## config.mk

```make
export PLATFORM = sky130hd
export DESIGN_NAME = iword_loop_buf
export DESIGN_NICKNAME = d
export VERILOG_FILES = /design/src/rtl/lbuf_pkg.sv /design/src/rtl/lbuf_store.sv /design/src/rtl/lbuf_fetch.sv /design/src/rtl/lbuf_parcel.sv /design/src/rtl/iword_loop_buf.sv
export SDC_FILE = /design/constraint.sdc
export NUM_CORES = 1
export LEC_CHECK = 0
export BUFFER_PORTS_ARGS = -buffer_cell sky130_fd_sc_hd__buf_2
export CAP_MARGIN = 25
export CORE_UTILIZATION = 30
export CTS_CLUSTER_DIAMETER = 40
export DETAILED_ROUTE_END_ITERATION = 10
export MAX_ROUTING_LAYER = met4
export PLACE_DENSITY = 0.43
export SLEW_MARGIN = 0
export SYNTH_ARGS = -nofsm -noshare
export SYNTH_HDL_FRONTEND = slang
export SYNTH_SLANG_ARGS = --single-unit
```

## constraint.sdc

```tcl
create_clock -name clk -period 6.7 [get_ports clk]
set_input_delay 0.67 -clock clk [delete_from_list [all_inputs] [get_ports clk]]
set_output_delay 0.67 -clock clk [all_outputs]
set_load 0.005 [all_outputs]
```

## src/rtl/lbuf_pkg.sv

```systemverilog
package lbuf_pkg;
  parameter int unsigned LB_WORD_W   = 60;
  parameter int unsigned LB_ADDR_W   = 18;
  parameter int unsigned LB_PARCEL_W = 15;
  parameter int unsigned LB_JADDR_W  = 18;
  parameter int unsigned LB_DEPTH    = 8;

  localparam int unsigned LB_SLOTS  = LB_WORD_W / LB_PARCEL_W;
  localparam int unsigned LB_SLOT_W = $clog2(LB_SLOTS);
  localparam int unsigned LB_LONG_W = 2 * LB_PARCEL_W;

  typedef logic [LB_WORD_W-1:0] word_t;
  typedef logic [LB_ADDR_W-1:0] waddr_t;
  typedef logic [LB_LONG_W-1:0] parcel_t;
endpackage

```

## src/rtl/lbuf_store.sv

```systemverilog
module lbuf_store
  import lbuf_pkg::*;
#(
  parameter int unsigned DEPTH = LB_DEPTH
) (
  input  logic   clk,
  input  logic   rst_n,
  input  logic   flush,
  input  logic   wr_en,
  input  waddr_t wr_addr,
  input  word_t  wr_data,
  input  waddr_t rd_addr,
  output logic   hit,
  output word_t  hit_data
);
  localparam int unsigned IDX_W = (DEPTH > 1) ? $clog2(DEPTH) : 1;

  logic [DEPTH-1:0] vld_q, vld_d;
  logic [DEPTH-1:0] match;
  logic [IDX_W-1:0] wp_q, wp_d;
  waddr_t           tag_q [DEPTH];
  word_t            dat_q [DEPTH];

  for (genvar i = 0; i < DEPTH; i++) begin : g_ent
    assign match[i] = vld_q[i] && (tag_q[i] == rd_addr);

    always_ff @(posedge clk) begin
      if (wr_en && !flush && (wp_q == IDX_W'(i))) begin
        tag_q[i] <= wr_addr;
        dat_q[i] <= wr_data;
      end
    end
  end

  always_comb begin
    vld_d = vld_q;
    wp_d  = wp_q;
    if (flush) begin
      vld_d = '0;
      wp_d  = '0;
    end else if (wr_en) begin
      vld_d[wp_q] = 1'b1;
      wp_d = (wp_q == IDX_W'(DEPTH - 1)) ? '0 : wp_q + 1'b1;
    end
  end

  always_ff @(posedge clk or negedge rst_n) begin
    if (!rst_n) begin
      vld_q <= '0;
      wp_q  <= '0;
    end else begin
      vld_q <= vld_d;
      wp_q  <= wp_d;
    end
  end

  assign hit = |match;

  always_comb begin
    hit_data = '0;
    for (int i = 0; i < DEPTH; i++) begin
      if (match[i]) hit_data = hit_data | dat_q[i];
    end
  end


  single_match_chk: assert property (@(posedge clk) disable iff (!rst_n)
    $onehot0(match));


  flush_empty_chk: assert property (@(posedge clk) disable iff (!rst_n)
    flush |=> (vld_q == '0) && !hit);


  fill_keep_chk: assert property (@(posedge clk) disable iff (!rst_n)
    !flush |=> $countones(vld_q) >= $past($countones(vld_q)));
endmodule

```

## src/rtl/lbuf_fetch.sv

```systemverilog
module lbuf_fetch (
  input  logic clk,
  input  logic rst_n,
  input  logic req_fire,
  input  logic rsp_valid,
  input  logic redirect,
  output logic outst,
  output logic rsp_keep
);
  logic out_q, out_d;
  logic disc_q, disc_d;

  always_comb begin
    out_d  = out_q;
    disc_d = disc_q;
    if (redirect) begin
      out_d  = (out_q && !rsp_valid) || req_fire;
      disc_d = out_d;
    end else begin
      if (rsp_valid) begin
        out_d  = 1'b0;
        disc_d = 1'b0;
      end
      if (req_fire) begin
        out_d  = 1'b1;
        disc_d = 1'b0;
      end
    end
  end

  always_ff @(posedge clk or negedge rst_n) begin
    if (!rst_n) begin
      out_q  <= 1'b0;
      disc_q <= 1'b0;
    end else begin
      out_q  <= out_d;
      disc_q <= disc_d;
    end
  end

  assign outst    = out_q;
  assign rsp_keep = rsp_valid && out_q && !disc_q && !redirect;


  rsp_expected_chk: assert property (@(posedge clk) disable iff (!rst_n)
    rsp_valid |-> out_q);


  stale_mark_chk: assert property (@(posedge clk) disable iff (!rst_n)
    (redirect && out_q && !rsp_valid) |=> outst && !rsp_keep);
endmodule

```

## src/rtl/lbuf_parcel.sv

```systemverilog
module lbuf_parcel
  import lbuf_pkg::*;
(
  input  word_t                word_i,
  input  logic [LB_SLOT_W-1:0] slot_i,
  output parcel_t              data_o,
  output logic                 long_o,
  output logic [LB_JADDR_W-1:0] jaddr_o
);
  word_t   shifted;
  parcel_t head;

  always_comb begin
    shifted = word_i << (slot_i * LB_PARCEL_W);
    head    = shifted[LB_WORD_W-1 -: LB_LONG_W];
    long_o  = head[LB_LONG_W-1] && (slot_i != LB_SLOT_W'(LB_SLOTS - 1));
    data_o  = long_o ? head : {{LB_PARCEL_W{1'b0}}, head[LB_LONG_W-1:LB_PARCEL_W]};
    jaddr_o = long_o ? head[LB_JADDR_W-1:0] : '0;
  end
endmodule

```

## src/rtl/iword_loop_buf.sv

```systemverilog
module iword_loop_buf
  import lbuf_pkg::*;
#(
  parameter int unsigned DEPTH = LB_DEPTH
) (
  input  logic                  clk,
  input  logic                  rst_n,
  output logic                  fetch_req_valid,
  input  logic                  fetch_req_ready,
  output logic [LB_ADDR_W-1:0]  fetch_req_addr,
  input  logic                  fetch_rsp_valid,
  input  logic [LB_WORD_W-1:0]  fetch_rsp_data,
  input  logic                  redir_valid,
  input  logic                  redir_uncond,
  input  logic [LB_ADDR_W-1:0]  redir_target,
  output logic                  par_valid,
  input  logic                  par_ready,
  output logic [LB_LONG_W-1:0]  par_data,
  output logic                  par_long,
  output logic [LB_JADDR_W-1:0] par_jaddr,
  output logic [LB_ADDR_W-1:0]  par_waddr,
  output logic [LB_SLOT_W-1:0]  par_slot
);
  logic [1:0] rs_q;
  logic       rst_int;

  always_ff @(posedge clk or negedge rst_n) begin
    if (!rst_n) rs_q <= '0;
    else        rs_q <= {rs_q[0], 1'b1};
  end
  assign rst_int = rs_q[1];

  logic                 cur_v_q, cur_v_d;
  word_t                word_q, word_d;
  logic                 word_en;
  waddr_t               pc_q, pc_d;
  logic [LB_SLOT_W-1:0] slot_q, slot_d;
  logic [LB_SLOT_W:0]   slot_sum;
  logic                 last;

  logic   st_hit, outst, rsp_keep, req_fire, flush;
  word_t  st_data;
  logic   p_long;

  assign flush           = redir_valid && redir_uncond;
  assign fetch_req_valid = !cur_v_q && !st_hit && !outst;
  assign fetch_req_addr  = pc_q;
  assign req_fire        = fetch_req_valid && fetch_req_ready;

  lbuf_store #(.DEPTH(DEPTH)) u_store (
    .clk      (clk),
    .rst_n    (rst_int),
    .flush    (flush),
    .wr_en    (rsp_keep),
    .wr_addr  (pc_q),
    .wr_data  (fetch_rsp_data),
    .rd_addr  (pc_q),
    .hit      (st_hit),
    .hit_data (st_data)
  );

  lbuf_fetch u_fetch (
    .clk       (clk),
    .rst_n     (rst_int),
    .req_fire  (req_fire),
    .rsp_valid (fetch_rsp_valid),
    .redirect  (redir_valid),
    .outst     (outst),
    .rsp_keep  (rsp_keep)
  );

  lbuf_parcel u_parcel (
    .word_i  (word_q),
    .slot_i  (slot_q),
    .data_o  (par_data),
    .long_o  (p_long),
    .jaddr_o (par_jaddr)
  );

  assign slot_sum = {1'b0, slot_q} + (p_long ? (LB_SLOT_W+1)'(2) : (LB_SLOT_W+1)'(1));
  assign last     = (slot_sum >= (LB_SLOT_W+1)'(LB_SLOTS));
  assign word_en  = !redir_valid && (rsp_keep || (!cur_v_q && st_hit));

  always_comb begin
    cur_v_d = cur_v_q;
    pc_d    = pc_q;
    slot_d  = slot_q;
    word_d  = rsp_keep ? fetch_rsp_data : st_data;
    if (redir_valid) begin
      cur_v_d = 1'b0;
      pc_d    = redir_target;
      slot_d  = '0;
    end else if (rsp_keep || (!cur_v_q && st_hit)) begin
      cur_v_d = 1'b1;
      slot_d  = '0;
    end else if (cur_v_q && par_ready) begin
      if (last) begin
        cur_v_d = 1'b0;
        pc_d    = pc_q + 1'b1;
        slot_d  = '0;
      end else begin
        slot_d  = slot_sum[LB_SLOT_W-1:0];
      end
    end
  end

  always_ff @(posedge clk or negedge rst_int) begin
    if (!rst_int) begin
      cur_v_q <= 1'b0;
      pc_q    <= '0;
      slot_q  <= '0;
    end else begin
      cur_v_q <= cur_v_d;
      pc_q    <= pc_d;
      slot_q  <= slot_d;
    end
  end

  always_ff @(posedge clk) begin
    if (word_en) word_q <= word_d;
  end

  assign par_valid = cur_v_q;
  assign par_long  = p_long;
  assign par_waddr = pc_q;
  assign par_slot  = slot_q;


  hit_load_chk: assert property (@(posedge clk) disable iff (!rst_int)
    (!cur_v_q && st_hit && !redir_valid) |=> par_valid);


  redir_drop_chk: assert property (@(posedge clk) disable iff (!rst_int)
    redir_valid |=> !par_valid && (par_slot == '0));


  hold_out_chk: assert property (@(posedge clk) disable iff (!rst_int)
    (par_valid && !par_ready && !redir_valid) |=>
      par_valid && $stable(par_data) && $stable(par_waddr));


  word_step_chk: assert property (@(posedge clk) disable iff (!rst_int)
    (par_valid && par_ready && !redir_valid && last) |=>
      (par_waddr == $past(par_waddr) + 1'b1) && !par_valid);
endmodule

```

Word-level counts from Yosys, hierarchy flattened
Memory sizes are Yosys's and may differ from the RTL's.
Cells that the tools add are included.
{"block": "totals", "register_bits": 96, "inputBits": 85, "word_cells": 201, "memories": 2, "out_inout_bits": 89, "mem_bits_rw": 624}
{"name": "u_store.dat_q", "depth": 8, "word_bits": 60, "read_ports": 8, "rd_ports_with_merged_regs": 0, "write_ports": 1, "line_no": "lbuf_store.sv:22", "text": "word_t dat_q [DEPTH];"}
{"name": "u_store.tag_q", "depth": 8, "word_bits": 18, "read_ports": 8, "rd_ports_with_merged_regs": 0, "write_ports": 1, "line_no": "lbuf_store.sv:21", "text": "waddr_t tag_q [DEPTH];"}
{"block": "op_classes", "order_cmp": 3, "bitwise_logic": 8, "mux": 94, "shifts": 1, "n_reduce_logical": 63, "n_eq_ne": 17, "addsub": 3, "multipliers": 1}
{"op": "60-bit two-way mux", "count": 16}
{"op": "60-bit OR", "count": 7}
{"op": "60-bit OR reduction", "count": 7}
{"op": "18-bit two-way mux", "count": 12}
{"op": "18-bit equality test", "count": 8}
{"op": "18-bit OR reduction", "count": 7}
{"op": "60-bit by 6-bit << shifter with 60-bit output", "count": 1}
{"op": "3-bit two-way mux", "count": 17}
{"op": "1-bit two-way mux", "count": 40}
{"op": "1-bit logical AND", "count": 30}
{"op": "30-bit two-way mux", "count": 1}
{"op": "18-bit by 1-bit adder with 18-bit output, second input constant", "count": 1}
{"op": "8-bit two-way mux", "count": 2}
{"op": "3-bit equality test, second input constant", "count": 4}
{"op": "2-bit two-way mux", "count": 5}
{"op": "3-bit nonzero test", "count": 3}
{"op": "8-bit OR", "count": 1}
{"op": "8-bit OR reduction", "count": 1}
{"op": "1-bit logical NOT", "count": 7}
{"op": "3-bit by 2-bit equality test with 1-bit output, second input constant", "count": 2}
{"op": "2-bit by 4-bit multiplier with 6-bit output, second input constant", "count": 1}
{"op": "2-bit nonzero test", "count": 3}
{"op": "3-bit by 4-bit < comparator with 1-bit output, second input constant", "count": 1}
{"op": "2-bit != test, second input constant", "count": 2}
{"op": "10 further kinds", "count": 11}

Longest topological paths before layout
{"block": "logic_depth", "ltp_word": 18, "mapped_depth": 27, "depth_no_buf": 19}

Modules after synthesis
Synthesis repeated with hierarchy kept, for this count alone.
{"block": "unflattened", "hier_cells": 2238, "hier_area_um2": 32542.5}
{"mod": "lbuf_store", "n_inst": 1, "seq_area_each_um2": 19013.2, "cells_per_inst": 1552, "area_each_um2": 24727.5}
{"mod": "iword_loop_buf", "n_inst": 1, "seq_area_each_um2": 2377.3, "cells_per_inst": 289, "area_each_um2": 4002.6}
{"mod": "lbuf_parcel", "n_inst": 1, "seq_area_each_um2": 0.0, "cells_per_inst": 389, "area_each_um2": 3726.1}
{"mod": "lbuf_fetch", "n_inst": 1, "seq_area_each_um2": 50.0, "cells_per_inst": 8, "area_each_um2": 86.3}

Worst setup path before layout
OpenSTA, ideal clock, no wires.
{"block": "synth_path", "path_type": "register -> register", "startpoint": "reg slot_q[0], in the netlist par_slot[0]", "endpoint": "reg pc_q[17], in the netlist fetch_req_addr[17]", "stages_incl_launch_ff": 28, "required_ps": 6570, "synth_period_minus_slack_ps": 5395, "setup_time_ps": 130, "t_arrival_ps": 5266, "path_buffers": 8, "path_slack_ps": 1305, "path_cell_list": "dfrtp_1 buf_6 buf_8 buf_6 buf_4 buf_4 inv_1 ha_1 inv_1 buf_2 mux2i_1 nor2_1 a311oi_1 a211oi_1 a21oi_1 or2_1 buf_4 buf_2 ha_1 inv_1 fa_1 nor3_4 nand4_1 nor2_1 nand3_1 or3_1 xor2_1 o21ai_1"}
{"block": "synth_between", "elab_chain_cells": 8, "elab_cells_between_ends": 9, "cone_classes": "add/sub: 1; mul: 1; order compare: 1; eq/ne: 1; shift: 1; mux: 1; reduce/logical: 3"}
{"element": "from (decl)", "line_no": "iword_loop_buf.sv:37", "text": "logic [LB_SLOT_W-1:0] slot_q, slot_d;"}
{"element": "from (signal assigned)", "line_no": "iword_loop_buf.sv:115", "text": "slot_q <= slot_d;"}
{"element": "2-bit by 4-bit multiplier with 6-bit output", "line_no": "lbuf_parcel.sv:14", "text": "shifted = word_i << (slot_i * LB_PARCEL_W);"}
{"element": "60-bit by 6-bit << shifter with 60-bit output", "line_no": "lbuf_parcel.sv:14"}
{"element": "1-bit logical AND", "line_no": "lbuf_parcel.sv:16", "text": "long_o = head[LB_LONG_W-1] && (slot_i != LB_SLOT_W'(LB_SLOTS - 1));"}
{"element": "2-bit two-way mux", "line_no": "iword_loop_buf.sv:80", "text": "assign slot_sum = {1'b0, slot_q} + (p_long ? (LB_SLOT_W+1)'(2) : (LB_SLOT_W+1)'(1));"}
{"element": "2-bit by 2-bit adder with 3-bit output *", "line_no": "iword_loop_buf.sv:80"}
{"element": "3-bit >= comparator *", "line_no": "iword_loop_buf.sv:81", "text": "assign last = (slot_sum >= (LB_SLOT_W+1)'(LB_SLOTS));"}
{"element": "2-bit nonzero test (no source line) *"}
{"element": "3-bit AND reduction (no source line) *"}
{"element": "to (signal assigned)", "line_no": "iword_loop_buf.sv:114", "text": "pc_q <= pc_d;"}
{"element": "to (decl)", "line_no": "iword_loop_buf.sv:36", "text": "waddr_t pc_q, pc_d;"}
Mark *: on every way between the ends. The rest lies on a longest branch, timed or not.
A chain may end at the register's enable or synchronous reset.

Worst setup path after layout
Same ends and word-level chain as after synthesis.

==> summary.md <==
| Metric | Value |
|---|---|
| Slew at the pin closest to its max-slew limit | 1.03 ns |
| Post-synth cell types | 56 |
| Die width | 320 um |
| Top-area cell type share of the netlist area | 0.677 |
| Gr usage total | 0.176 |
| Routed wire per std cell | 24.6 um |
| Largest net degree at the start of global routing | 89 |
| DRC | 0 |
| CP endpoint | fetch_req_addr[17]$_DFFE_PN0P_ |
| Final setup fails | 0 |
| Core Rows | 116 |
| Post-DP HPWL | 52,700 um |
| Post-Syn Area | 0.0303 mm2 |
| CTS Buf Count | 106 |
| Routed wire length | 88,200 um |
| Max-slew headroom | 0.315 |
| H-tree depth | 3 |
| Max-cap check violation count | 0 |
| Worst-path maximum fanout | 45 |
| DRT iter0 DRCs | 1,381 |
| Crit Path Class | reg2reg |
| Post-synth EDFFs | 684 |
| Max Slew Vio Count | 0 |
| Overflow after GRT | 0 |
| PostCTS Resize Cnt | 0 |
| Reg clk slew, reported paths | 0.06 ns |
| Synth top area cells | edfxtp_1 (68%), a22oi_1 (3.2%), dfrtp_1 (3.0%), xnor2_1 (2.4%), mux2i_1 (2.2%) |
| TritonRoute pass-1 iters | 5 |
| Hold crit path type | in2reg |
| Switch Pwr | 2.63 mW |
| Power share of the combinational group | 0.055 |
| Sequential fraction of the synthesis area | 0.707 |
| Power Density | 319 mW/mm2 |
| RSZ-0062 raised after global routing | no |
| Worst Path Required | 7.28 ns |
| Vias in the first global route | 18,200 |
| Layout area overhead | 20.2% |
| VDD IR max | 197 uV |
| Switching share of power | 0.226 |
| Multi-input gate area | 0.00810 mm2 |
| # hold bufs at CTS | 1 |
| # Post-CTS Setup Buffers | 0 |
| CTS tree | built |
| Final nets | 2,279 |
| Leakage | 12.1 nW |
| Port Buffers | 173 |
| Synth async-reset ratio | 0.0500 |
| ANT nets after route | 0 |
| YS warnings | 0 |
| First-pass GRT wire length | 129,000 um |
| Post-synth top area cell | edfxtp_1 |
| Fill count | 9,511 |
| Reg2reg start | par_slot[0]$_DFFE_PN0P_ |
| Post-layout minimum cycle time | 5.40 ns |
| Worst Setup Start Kind | flip-flop |
| Die Y | 320 um |
| Skew-Pair Late Insertion Delay | 0.67 ns |
| DIE AREA | 0.102 mm2 |
| Crit path from | par_slot[0]$_DFFE_PN0P_ |
| Clock root buffer | clkbuf_16 |
| Setup slack, reg-to-reg | 1.30 ns |
| Setup TNS | 0 ns |
| Fmax | 185 MHz |
| P_int | 9.01 mW |
| Outcome | finished clean |
| Register area | 0.0214 mm2 |
| Worst r2r path cells | 19 |
| Io pins | 174 |
| Fin. Hold Viols | 0 |
| CTS Sinks | 720 |
| Bufs on Longest Clock Path | 3 |
| Clk network pwr share | 0.508 |
| Critical R2R Capture | fetch_req_addr[17]$_DFFE_PN0P_ |
| Initial antenna violation count | 22 |
| Post-synthesis instance total | 1,989 |
| Vias | 18,000 |
| CP arrival | 5.98 ns |
| Number of synthesized register bits | 720 |
| Syn_nets | 2,087 |
| Post-synth top cells | edfxtp_1 (684), nor2_1 (134), a22oi_1 (129), nand2_1 (88), a21oi_1 (86) |
| Most numerous cell in the Yosys netlist | edfxtp_1 |
| Tot Pwr | 11.6 mW |
| Main synth FF type | edfxtp_1 |
| Crit. End Element | flip-flop |
| Initial Util | 0.303 |
| Share of cells above drive strength 1 | 0.209 |
| GP Congestion | 0.863 |
| Core area | 0.100 mm2 |
| DR vias/cell | 5.01 |
| Mapped Avg Cell Area | 15.2 um2 |
| Reg power frac | 0.437 |
| Final worst-path cycle share | 0.805 |
| Clk_skew | 0.0346 ns |
==> kinds of logic (layout without fill, tap and decap cells) <==
group,after synthesis,in the layout,share of synthesized area
flops,720,720,0.707
compound gates,430,430,0.100
simple gates,391,391,0.0647
fa+ha+maj,13,13,0.00561
other cells,1,12,0.000124
buf+inv,165,450,0.0289
mux,108,108,0.0466
xor+xnor,161,161,0.0465
==> per-layer routing <==
metal,GRT usage,up-vias,routed length [um]
li1,-,8191,-
met3,0.0338,118,4820
met2,0.264,461,39600
met5,-,-,0
met1,0.245,9191,42200
met4,0.0438,0,1580
==> worst min-delay path by stage <==
stage                     cells after the start              start  slack [ns]                       endpoint
after floorplan                               0  rs_q[0]$_DFF_PN0_        0.33              rs_q[1]$_DFF_PN0_
after global placement                        1  rs_q[1]$_DFF_PN0_        0.32  fetch_req_addr[4]$_DFFE_PN0P_
after detailed placement                      1  rs_q[1]$_DFF_PN0_        0.33          par_valid$_DFFE_PN0P_
after CTS                                     3    redir_target[6]        0.18  fetch_req_addr[6]$_DFFE_PN0P_
after global routing                          3    redir_target[7]        0.20  fetch_req_addr[7]$_DFFE_PN0P_
final                                         3    redir_target[6]        0.22  fetch_req_addr[6]$_DFFE_PN0P_
==> power by group through the flow <==
stage,registers (mW),clock network (mW),logic (mW)
6_report,5.09,5.91,0.642
5_1_grt,5.10,6.22,0.709
4_1_cts,5.09,6.04,0.655
3_5_place_dp,5.18,0,0.652
3_3_place_gp,5.18,0,0.646
2_1_floorplan,5.16,0,0.371
==> critical path, cell delays in order, from the launching register on <==
cell	delay, ns
dfrtp_4	0.52
inv_1	0.10
ha_2	0.27
inv_1	0.40
buf_4	0.26
a211oi_1	0.05
a21oi_1	0.29
a22oi_1	0.17
inv_1	0.09
a21oi_1	0.08
or2_2	0.31
buf_4	0.29
fa_1	0.62
nor3_4	0.37
nand4_1	0.20
nor2_1	0.22
nand3_1	0.29
or3_1	0.46
xor2_1	0.15
o21ai_1	0.15
==> state kept, by name (all words and copies together), names as in the netlist <==
signal and count:
u_store.dat_q 480, u_store.tag_q 144, word_q 60, fetch_req_addr 18, u_store.vld_q 8, u_store.wp_q 3, par_slot 2, rs_q 2
par_valid 1, u_fetch.disc_q 1, u_fetch.outst 1
==> cell type report <==
type	count	area share
diodes	11	0.000755
clock buffers	123	0.0754
clock inverters	78	0.0301
inverters	14	0.00144
multi-input cells	1104	0.222
flip-flops and latches	720	0.589
well taps	1298	0.0446
repair buffers	235	0.0369
==> cell usage in the layout, fill, tap and decap left out, types with 5 or more instances in the layout <==
cell type and instances:
clkinv_1 8, ha_1 10, nand2b_1 5, a21oi_1 86
clkinvlp_4 12, a22o_1 62, a22oi_1 129, mux4_2 22
o21ai_0 55, nor3_1 14, inv_6 16, a211oi_1 7
nor2b_1 5, dfrtp_1 35, nand3_1 12, a221oi_1 60
nor3_4 6, mux2_2 15, buf_4 60, o22a_1 10
inv_1 13, nand2_1 88, buf_2 173, xnor2_1 84
nor4_1 17, clkbuf_16 107, mux2i_1 68, clkinv_4 11
clkbuf_1 15, edfxtp_1 684, bufinv_16 20, and3_4 6
nor2_1 133, nand4_1 21, clkinv_2 7, a311oi_1 10
and3_1 64, xor2_1 77, diode_2 11
==> through the flow <==
step / instance area [um2] / utilization / worst slack (ns) / hold slack (ns) / instances
after floorplan: 30300 / - / 1.30 / 0.331 / 1989
after global placement: 32600 / 0.325 / 1.34 / 0.317 / 3370
after detailed placement: 32600 / 0.325 / 1.27 / 0.328 / 3370
after CTS: 36400 / 0.364 / 1.24 / 0.176 / 3572
after global routing: 36400 / 0.364 / 0.901 / 0.198 / 3581
final: 36400 / 0.364 / 1.30 / 0.223 / 3583
Note: power is estimated with default switching activity, not from simulation.
